`src/rtl/dma_at_pkg.sv`:
```
package dma_at_pkg;
    parameter int unsigned AT_ADDR_W = 32;
    parameter int unsigned AT_BEAT_BYTES = 4;
    localparam int unsigned AT_ALIGN_BITS = $clog2(AT_BEAT_BYTES);

    typedef logic [AT_ADDR_W-1:0] at_addr_t;

    typedef struct packed {
        at_addr_t prog;   // programmed start address
        at_addr_t work;   // next request address
        at_addr_t last;   // first address of newest accepted burst
        logic     seen;   // a burst was accepted in this run
        logic     en;     // channel enabled
        logic     incr;   // increment mode for this run
    } at_state_t;

    function automatic at_addr_t at_align(input at_addr_t a);
        at_addr_t m;
        m = '1;
        m[AT_ALIGN_BITS-1:0] = '0;
        return a & m;
    endfunction
endpackage

```
`src/rtl/dma_at_step.sv`:
```
module dma_at_step
    import dma_at_pkg::*;
#(
    parameter int unsigned LEN_W = 4
) (
    input  at_addr_t         base,
    input  logic [LEN_W-1:0] len,
    input  logic             incr,
    output at_addr_t         next
);
    localparam int unsigned PAD_W = AT_ADDR_W - LEN_W;

    at_addr_t span;

    always_comb begin
        span = {{PAD_W{1'b0}}, len} << AT_ALIGN_BITS;
        next = incr ? (base + span) : base;
    end
endmodule

```
`src/rtl/dma_at_rbmux.sv`:
```
module dma_at_rbmux
    import dma_at_pkg::*;
(
    input  logic     en,
    input  logic     seen,
    input  at_addr_t live,
    input  at_addr_t prog,
    output at_addr_t value
);
    always_comb begin
        value = (en && seen) ? live : prog;
    end
endmodule

```
`src/rtl/dma_addr_track.sv`:
```
module dma_addr_track
    import dma_at_pkg::*;
#(
    parameter int unsigned LEN_W = 4
) (
    input  logic             clk,
    input  logic             rst_n,
    input  logic             sw_wr_en,
    input  logic [31:0]      sw_wr_addr,
    input  logic             desc_ld_en,
    input  logic [31:0]      desc_ld_addr,
    input  logic             ch_start,
    input  logic             incr_mode,
    input  logic             blk_done,
    input  logic             rd_req_valid,
    input  logic             rd_req_ready,
    input  logic [LEN_W-1:0] rd_req_len,
    output logic [31:0]      rd_req_addr,
    output logic             ch_en,
    output logic [31:0]      rdback
);
    at_state_t s_d, s_q;
    at_addr_t  step_next;
    logic      accept;

    dma_at_step #(.LEN_W(LEN_W)) u_step (
        .base (s_q.work),
        .len  (rd_req_len),
        .incr (s_q.incr),
        .next (step_next)
    );

    dma_at_rbmux u_rbmux (
        .en    (s_q.en),
        .seen  (s_q.seen),
        .live  (s_q.last),
        .prog  (s_q.prog),
        .value (rdback)
    );

    always_comb begin
        s_d    = s_q;
        accept = s_q.en && rd_req_valid && rd_req_ready;
        if (!s_q.en) begin
            // descriptor load has priority over software write
            if (desc_ld_en) begin
                s_d.prog = desc_ld_addr;
            end else if (sw_wr_en) begin
                s_d.prog = sw_wr_addr;
            end
            if (desc_ld_en || sw_wr_en || ch_start) begin
                s_d.work = at_align(s_d.prog);
            end
            if (ch_start) begin
                s_d.en   = 1'b1;
                s_d.incr = incr_mode;
                s_d.seen = 1'b0;
            end
        end else if (blk_done) begin
            s_d.en   = 1'b0;
            s_d.seen = 1'b0;
        end else if (accept) begin
            s_d.last = s_q.work;
            s_d.seen = 1'b1;
            s_d.work = step_next;
        end
    end

    always_ff @(posedge clk or negedge rst_n) begin
        if (!rst_n) begin
            s_q <= '0;
        end else begin
            s_q <= s_d;
        end
    end

    assign rd_req_addr = s_q.work;
    assign ch_en       = s_q.en;
endmodule

```
`config.mk`:
```
export PLATFORM = sky130hd
export DESIGN_NAME = dma_addr_track
export DESIGN_NICKNAME = d
export VERILOG_FILES = /design/src/rtl/dma_at_pkg.sv /design/src/rtl/dma_at_step.sv /design/src/rtl/dma_at_rbmux.sv /design/src/rtl/dma_addr_track.sv
export SDC_FILE = /design/constraint.sdc
export NUM_CORES = 1
export LEC_CHECK = 0
export BUFFER_PORTS_ARGS = -buffer_cell sky130_fd_sc_hd__buf_2
export CAP_MARGIN = 25
export CORE_ASPECT_RATIO = 0.6
export CORE_MARGIN = 2
export CORE_UTILIZATION = 54
export CTS_CLUSTER_SIZE = 30
export DETAILED_ROUTE_END_ITERATION = 7
export PLACE_DENSITY = 0.89
export SYNTH_ARGS = -nofsm -noshare
export SYNTH_HDL_FRONTEND = slang
export SYNTH_SLANG_ARGS = --single-unit
```
`constraint.sdc`:
```
create_clock -name clk -period 3 [get_ports clk]
set_clock_uncertainty 0.1 [all_clocks]
set_input_delay 0.15 -clock clk [delete_from_list [all_inputs] [get_ports clk]]
set_output_delay 0.15 -clock clk [all_outputs]
set_load 0.03 [all_outputs]
```
* After elaboration in Yosys (flattened, before gate mapping)
Cells that the tools add are included.
Word-level totals: register bits after elaboration 99, input port bits 77, output and inout bits 65, logic and storage cells 39
Cells by class: $add $sub $neg 1, equality and inequality tests 4, multiplexer cells 12, bitwise operators 2, reduce and logical (&&, ||, !) cells 13
Operator list (number):
- 32-bit two-way mux | 6
- 65-bit two-way mux | 1
- 64-bit two-way mux | 1
- 32-bit by 6-bit adder with 32-bit output | 1
- 2-bit AND reduction | 3
- 2-bit nonzero test | 3
- 2-bit != test (second input constant) | 2
- 4-bit AND reduction | 1
- 1-bit logical AND | 3
- 3-bit two-way mux | 1
- 3-bit by 2-bit != test with 1-bit output (second input constant) | 1
- 3-bit AND reduction | 1
- 1-bit logical OR | 2
- 1-bit two-way mux | 2
- 2-bit two-way mux | 1
- 2-bit by 1-bit != test with 1-bit output (second input constant) | 1
- 1-bit NOT | 2

* Logic depth before layout (Yosys ltp)
word-level depth 5, depth in mapped cells 8, mapped depth without buffers 7

* Hierarchy
Synthesis repeated with hierarchy kept, for this count alone.
Second synthesis, totals: cell total of the unflattened synthesis 648, area, all modules 6442.4 um^2
Modules (own cells, without submodules):
- dma_addr_track | times used 1, cells each 505, area an instance 5104.9 um^2, seq. area each 2477.4 um^2
- dma_at_step | times used 1, cells each 107, area an instance 793.3 um^2, seq. area each 0.0 um^2
- dma_at_rbmux | times used 1, cells each 36, area an instance 544.3 um^2, seq. area each 0.0 um^2

* Worst setup path after synthesis
Ideal clock, no wire load.
path type register -> register, from register s_q (netlist bit rd_req_addr[2]), to register s_q (netlist bit rd_req_addr[24]), setup time 0.132 ns, arrival 1.995 ns, data required time 2.768 ns, slack 0.774 ns, stages on the path, launching flop included 8, path buffers 0, clock period less this slack 2.226 ns, cell sequence dfrtp_1 -> ha_1 -> fa_1 -> a211oi_1 -> nor2_1 -> and3_1 -> nand4_1 -> or3b_1
Between the ends: cells in the longest elaborated chain, start to end 5
Ends and longest elaborated chain:
- from (decl) | RTL line dma_addr_track.sv:22 | at_state_t s_d, s_q;
- from (signal assigned) | RTL line dma_addr_track.sv:71 | s_q <= '0;
- from (signal assigned) | RTL line dma_addr_track.sv:73 | s_q <= s_d;
- 32-bit by 6-bit adder with 32-bit output | RTL line dma_at_step.sv:17 | next = incr ? (base + span) : base;
- 32-bit two-way mux | RTL line dma_at_step.sv:17
- 65-bit two-way mux | RTL line dma_addr_track.sv:62 | end else if (accept) begin
- 64-bit two-way mux | RTL line dma_addr_track.sv:59 | end else if (blk_done) begin
- 32-bit two-way mux | RTL line dma_addr_track.sv:44 | if (!s_q.en) begin
No other way between the ends. The select of a mux whose other input is x is not followed. A chain may end at the register's enable or synchronous reset.

* Worst setup path in the final report
from register s_q (netlist bit rd_req_addr[2]), to register s_q (netlist bit rd_req_addr[28])
Same word-level chain as after synthesis.

==> flow_metrics.env <==
export IMPL_via_per_inst=6.27
export IMPL_grt_pass1_vias=5452
export IMPL_critPathMaxFanout=11
export IMPL_status="complete, no violations"
export IMPL_yosysMostFrequentCell="nand2_1"
export IMPL_numCtsBuffers=9
export IMPL_postSynthCellCount=664
export IMPL_seqCellArea_sq_mm=0.00238
export IMPL_synth_edff_count=0
export IMPL_ys_flop_type="dfrtp_1"
export IMPL_hold_violations=0
export IMPL_pwr_share_clk_pct=24.3
export IMPL_critical_path_class="register to register"
export IMPL_cts_root_buf="clkbuf_16"
export IMPL_cp_required_ps=3120
export IMPL_syn_mean_instance_area_sq_um=8.80
export IMPL_vias=5675
export IMPL_diodes=0
export IMPL_fin_util_pct=64.6
export IMPL_die_h_um=84.6
export IMPL_hpwl_um=12000
export IMPL_clock_latency_ps=350
export IMPL_synth_common_cells="nand2_1 (160), dfrtp_1 (95), o21ai_0 (59)"
export IMPL_rows=29
export IMPL_drt_first_iter_violations=496
export IMPL_tightest_slew_ps=971
export IMPL_max_stage_delay_ps=440
export IMPL_cts_resized=0
export IMPL_route_antenna_remaining_nets=0
export IMPL_syn_to_final_growth_pct=16.6
export IMPL_arrival_ps=2560
export IMPL_peakVddDrop_mv=0.362
export IMPL_min_path_cells=3
export IMPL_drc_errors=0
export IMPL_endpoint_kind="register"
export IMPL_synth_area_sq_mm=0.00584
export IMPL_ys_seq_area_share_pct=40.7
export IMPL_seq_power_share_pct=40.0
export IMPL_wirelength_um=17800
export IMPL_die_w_um=138
export IMPL_fillers=875
export IMPL_drive_gt1_share_pct=28.1
export IMPL_clock_fmax_ghz=0.410
export IMPL_cts_max_path_buffers=2
export IMPL_firstDrtPassIters=5
export IMPL_finalSetupViolCount=0
export IMPL_nNetsFinal=843
export IMPL_internal_power_uw=2950
export IMPL_synth_mux_area_share_pct=11.5
export IMPL_leakage_uw=0.00341
export IMPL_timing_reg2reg_worst_path_depth=8
export IMPL_yosysWarnings=0
export IMPL_grt_setup_unrepaired="false"
export IMPL_cts_tree="yes"
export IMPL_synth_top_family_by_area="compound AO/OA/AOI/OAI gates"
export IMPL_synth_cell_type_count=60
export IMPL_overflow=0
export IMPL_cap_viol_max_count=0
export IMPL_grt_pass1_wl_um=28400
export IMPL_multiInputGateArea_sq_mm=0.00300
export IMPL_ios=142
export IMPL_portBuffers=139
export IMPL_start_kind="register"
export IMPL_synth_largest_area_cell="dfrtp_1"
export IMPL_avgRoutedWirePerCell_um=19.6
export IMPL_antenna_found_initial=0
export IMPL_core_area_sq_mm=0.0106
export IMPL_start_util_pct=55.4
export IMPL_ys_ff_latch=95
export IMPL_ys_async_sr_fraction_pct=100
export IMPL_synth_simple_area_share_pct=17.4
export IMPL_maxSlewHeadroom_pct=35.3
export IMPL_synth_area_leaders="dfrtp_1 (41%), nand2_1 (10%), mux2_2 (6.6%), o21ai_0 (5.1%), mux2i_1 (5.0%)"
export IMPL_synth_fa_ha_area_share_pct=1.20
export IMPL_dieArea_sq_mm=0.0117
export IMPL_place_congestion=0.941
export IMPL_synth_xor_xnor_area_share_pct=0.300
export IMPL_period_needed_ps=2440
export IMPL_cts_sinks=95
export IMPL_cp_slowest_cell="fa_1"
export IMPL_combPwrFrac_pct=35.7
export IMPL_critical_path_cell_chain="ha_1, fa_1, a211oi_1, nor2_1, buf_4, nand4_1, mux2i_1, o221ai_1"
export IMPL_track_usage_pct=30.4
export IMPL_min_path_type="input pin to register"
export IMPL_synth_top_cell_area_share_pct=40.7
export IMPL_htreeDepth=3
export IMPL_p_switching_uw=2040
export IMPL_fin_tns_setup_ps=0
export IMPL_drv_slew=0
export IMPL_synth_compound_area_share_pct=20.6
export IMPL_swShare_pct=40.9
export IMPL_grt_max_degree=56
export IMPL_p_per_area_mw_per_mm2=731
export IMPL_clk_pin_slew_worst_paths_ps=70
export IMPL_fin_crit_sh_pct=81.3
==> final timing paths <==
kind | startpoint | end | slack, ps
max in group asynchronous | rst_n | rd_req_addr[29] | 1800
min | sw_wr_addr[21] | s_q[88] | 4
max | rd_req_addr[2] | rd_req_addr[28] | 560
max reg2reg | rd_req_addr[2] | rd_req_addr[28] | 560
min in group asynchronous | rst_n | s_q[67] | 270
min reg2reg | s_q[21] | s_q[21] | 380
==> cell type report <==
class	instances	area share (%)
clock buffers	12	3.76
clock inverters	4	0.789
inverters	7	0.385
multi-input cells	484	43.9
flip-flops and latches	95	34.9
well taps	139	2.55
repair buffers	164	13.7
==> state kept, by name, summed over array words and instances, names as in the netlist <==
signal and flops:
rd_req_addr 30, ch_en 1, s_q 64
==> cells in the final DEF (no fill, tap or decap), drive strengths merged, types with 2 or more instances in the layout <==
cell and count:
nor2 15, ha 4, a211oi 4, dfrtp 95, dlygate4sd3 9, clkinvlp 2, nand3 15, a21o 8
a31oi 7, mux2i 29, a31o 2, o31a 3, clkbuf 12, o22ai 3, and3 6, nand2 160
o211ai 13, o311ai 9, mux2 34, o21ai 61, conb 2, nor2b 4, nand4b 2, a22oi 27
o211a 8, a41oi 2, o2bb2ai 4, nor3 8, inv 7, a21oi 22, nand4 8, and2 4
buf 155
==> critical path, delay by kind of cell, from the launching register on <==
| family | cells | cell delay [ps] |
|---|---|---|
| adder cells (fa/ha/maj) | 2 | 670 |
| buffers and inverters | 1 | 200 |
| multiplexers | 1 | 200 |
| flip-flops | 1 | 410 |
| AO/OA/AOI/OAI | 2 | 480 |
| AND/OR/NAND/NOR | 2 | 240 |
==> metrics by stage <==
step	setup WS (ps)	total power, uW	cell area (sq um)	cells	hold slack (ps)
after floorplan	774	3310	5850	665	-246
after global placement	648	3650	6420	880	91.4
after detailed placement	590	3750	6420	880	106
after CTS	559	4960	6820	905	3.26
after global routing	390	5230	6820	905	16.4
final	562	4980	6820	905	3.86
==> power by group through the flow <==
stage               sequential (uW)  clock, uW  combinational [uW]
global route                   2040       1280                1920
detailed placement             1990          0                1750
global placement               1960          0                1690
finish                         1990       1210                1780
CTS                            1970       1220                1770
floorplan                      1870          0                1440
==> metal layers <==
metal / share of wire [%] / vias up / track usage [%]
met3: 10 / 25 / 7.24
met2: 44 / 352 / 45.9
li1: - / 2534 / -
met4: 1.2 / 0 / 8.91
met1: 45 / 2764 / 44.0
met5: 0 / - / 0
==> logic make-up after synthesis <==
kind of cell | Yosys count
and+or+nand+nor | 231
xor gates and xnor gates | 2
other | 1
AOI/OAI and AO/OA | 181
DFF | 95
buffers and inverters | 86
adders and majority gates | 5
muxes | 63
==> timing repair <==
item | in CTS | in global routing
hold buffers | 9 | 0
buffers inserted | 0 | 0
hold endpoints to repair | 53 | 0
Note: power is estimated with default switching activity, not from simulation.
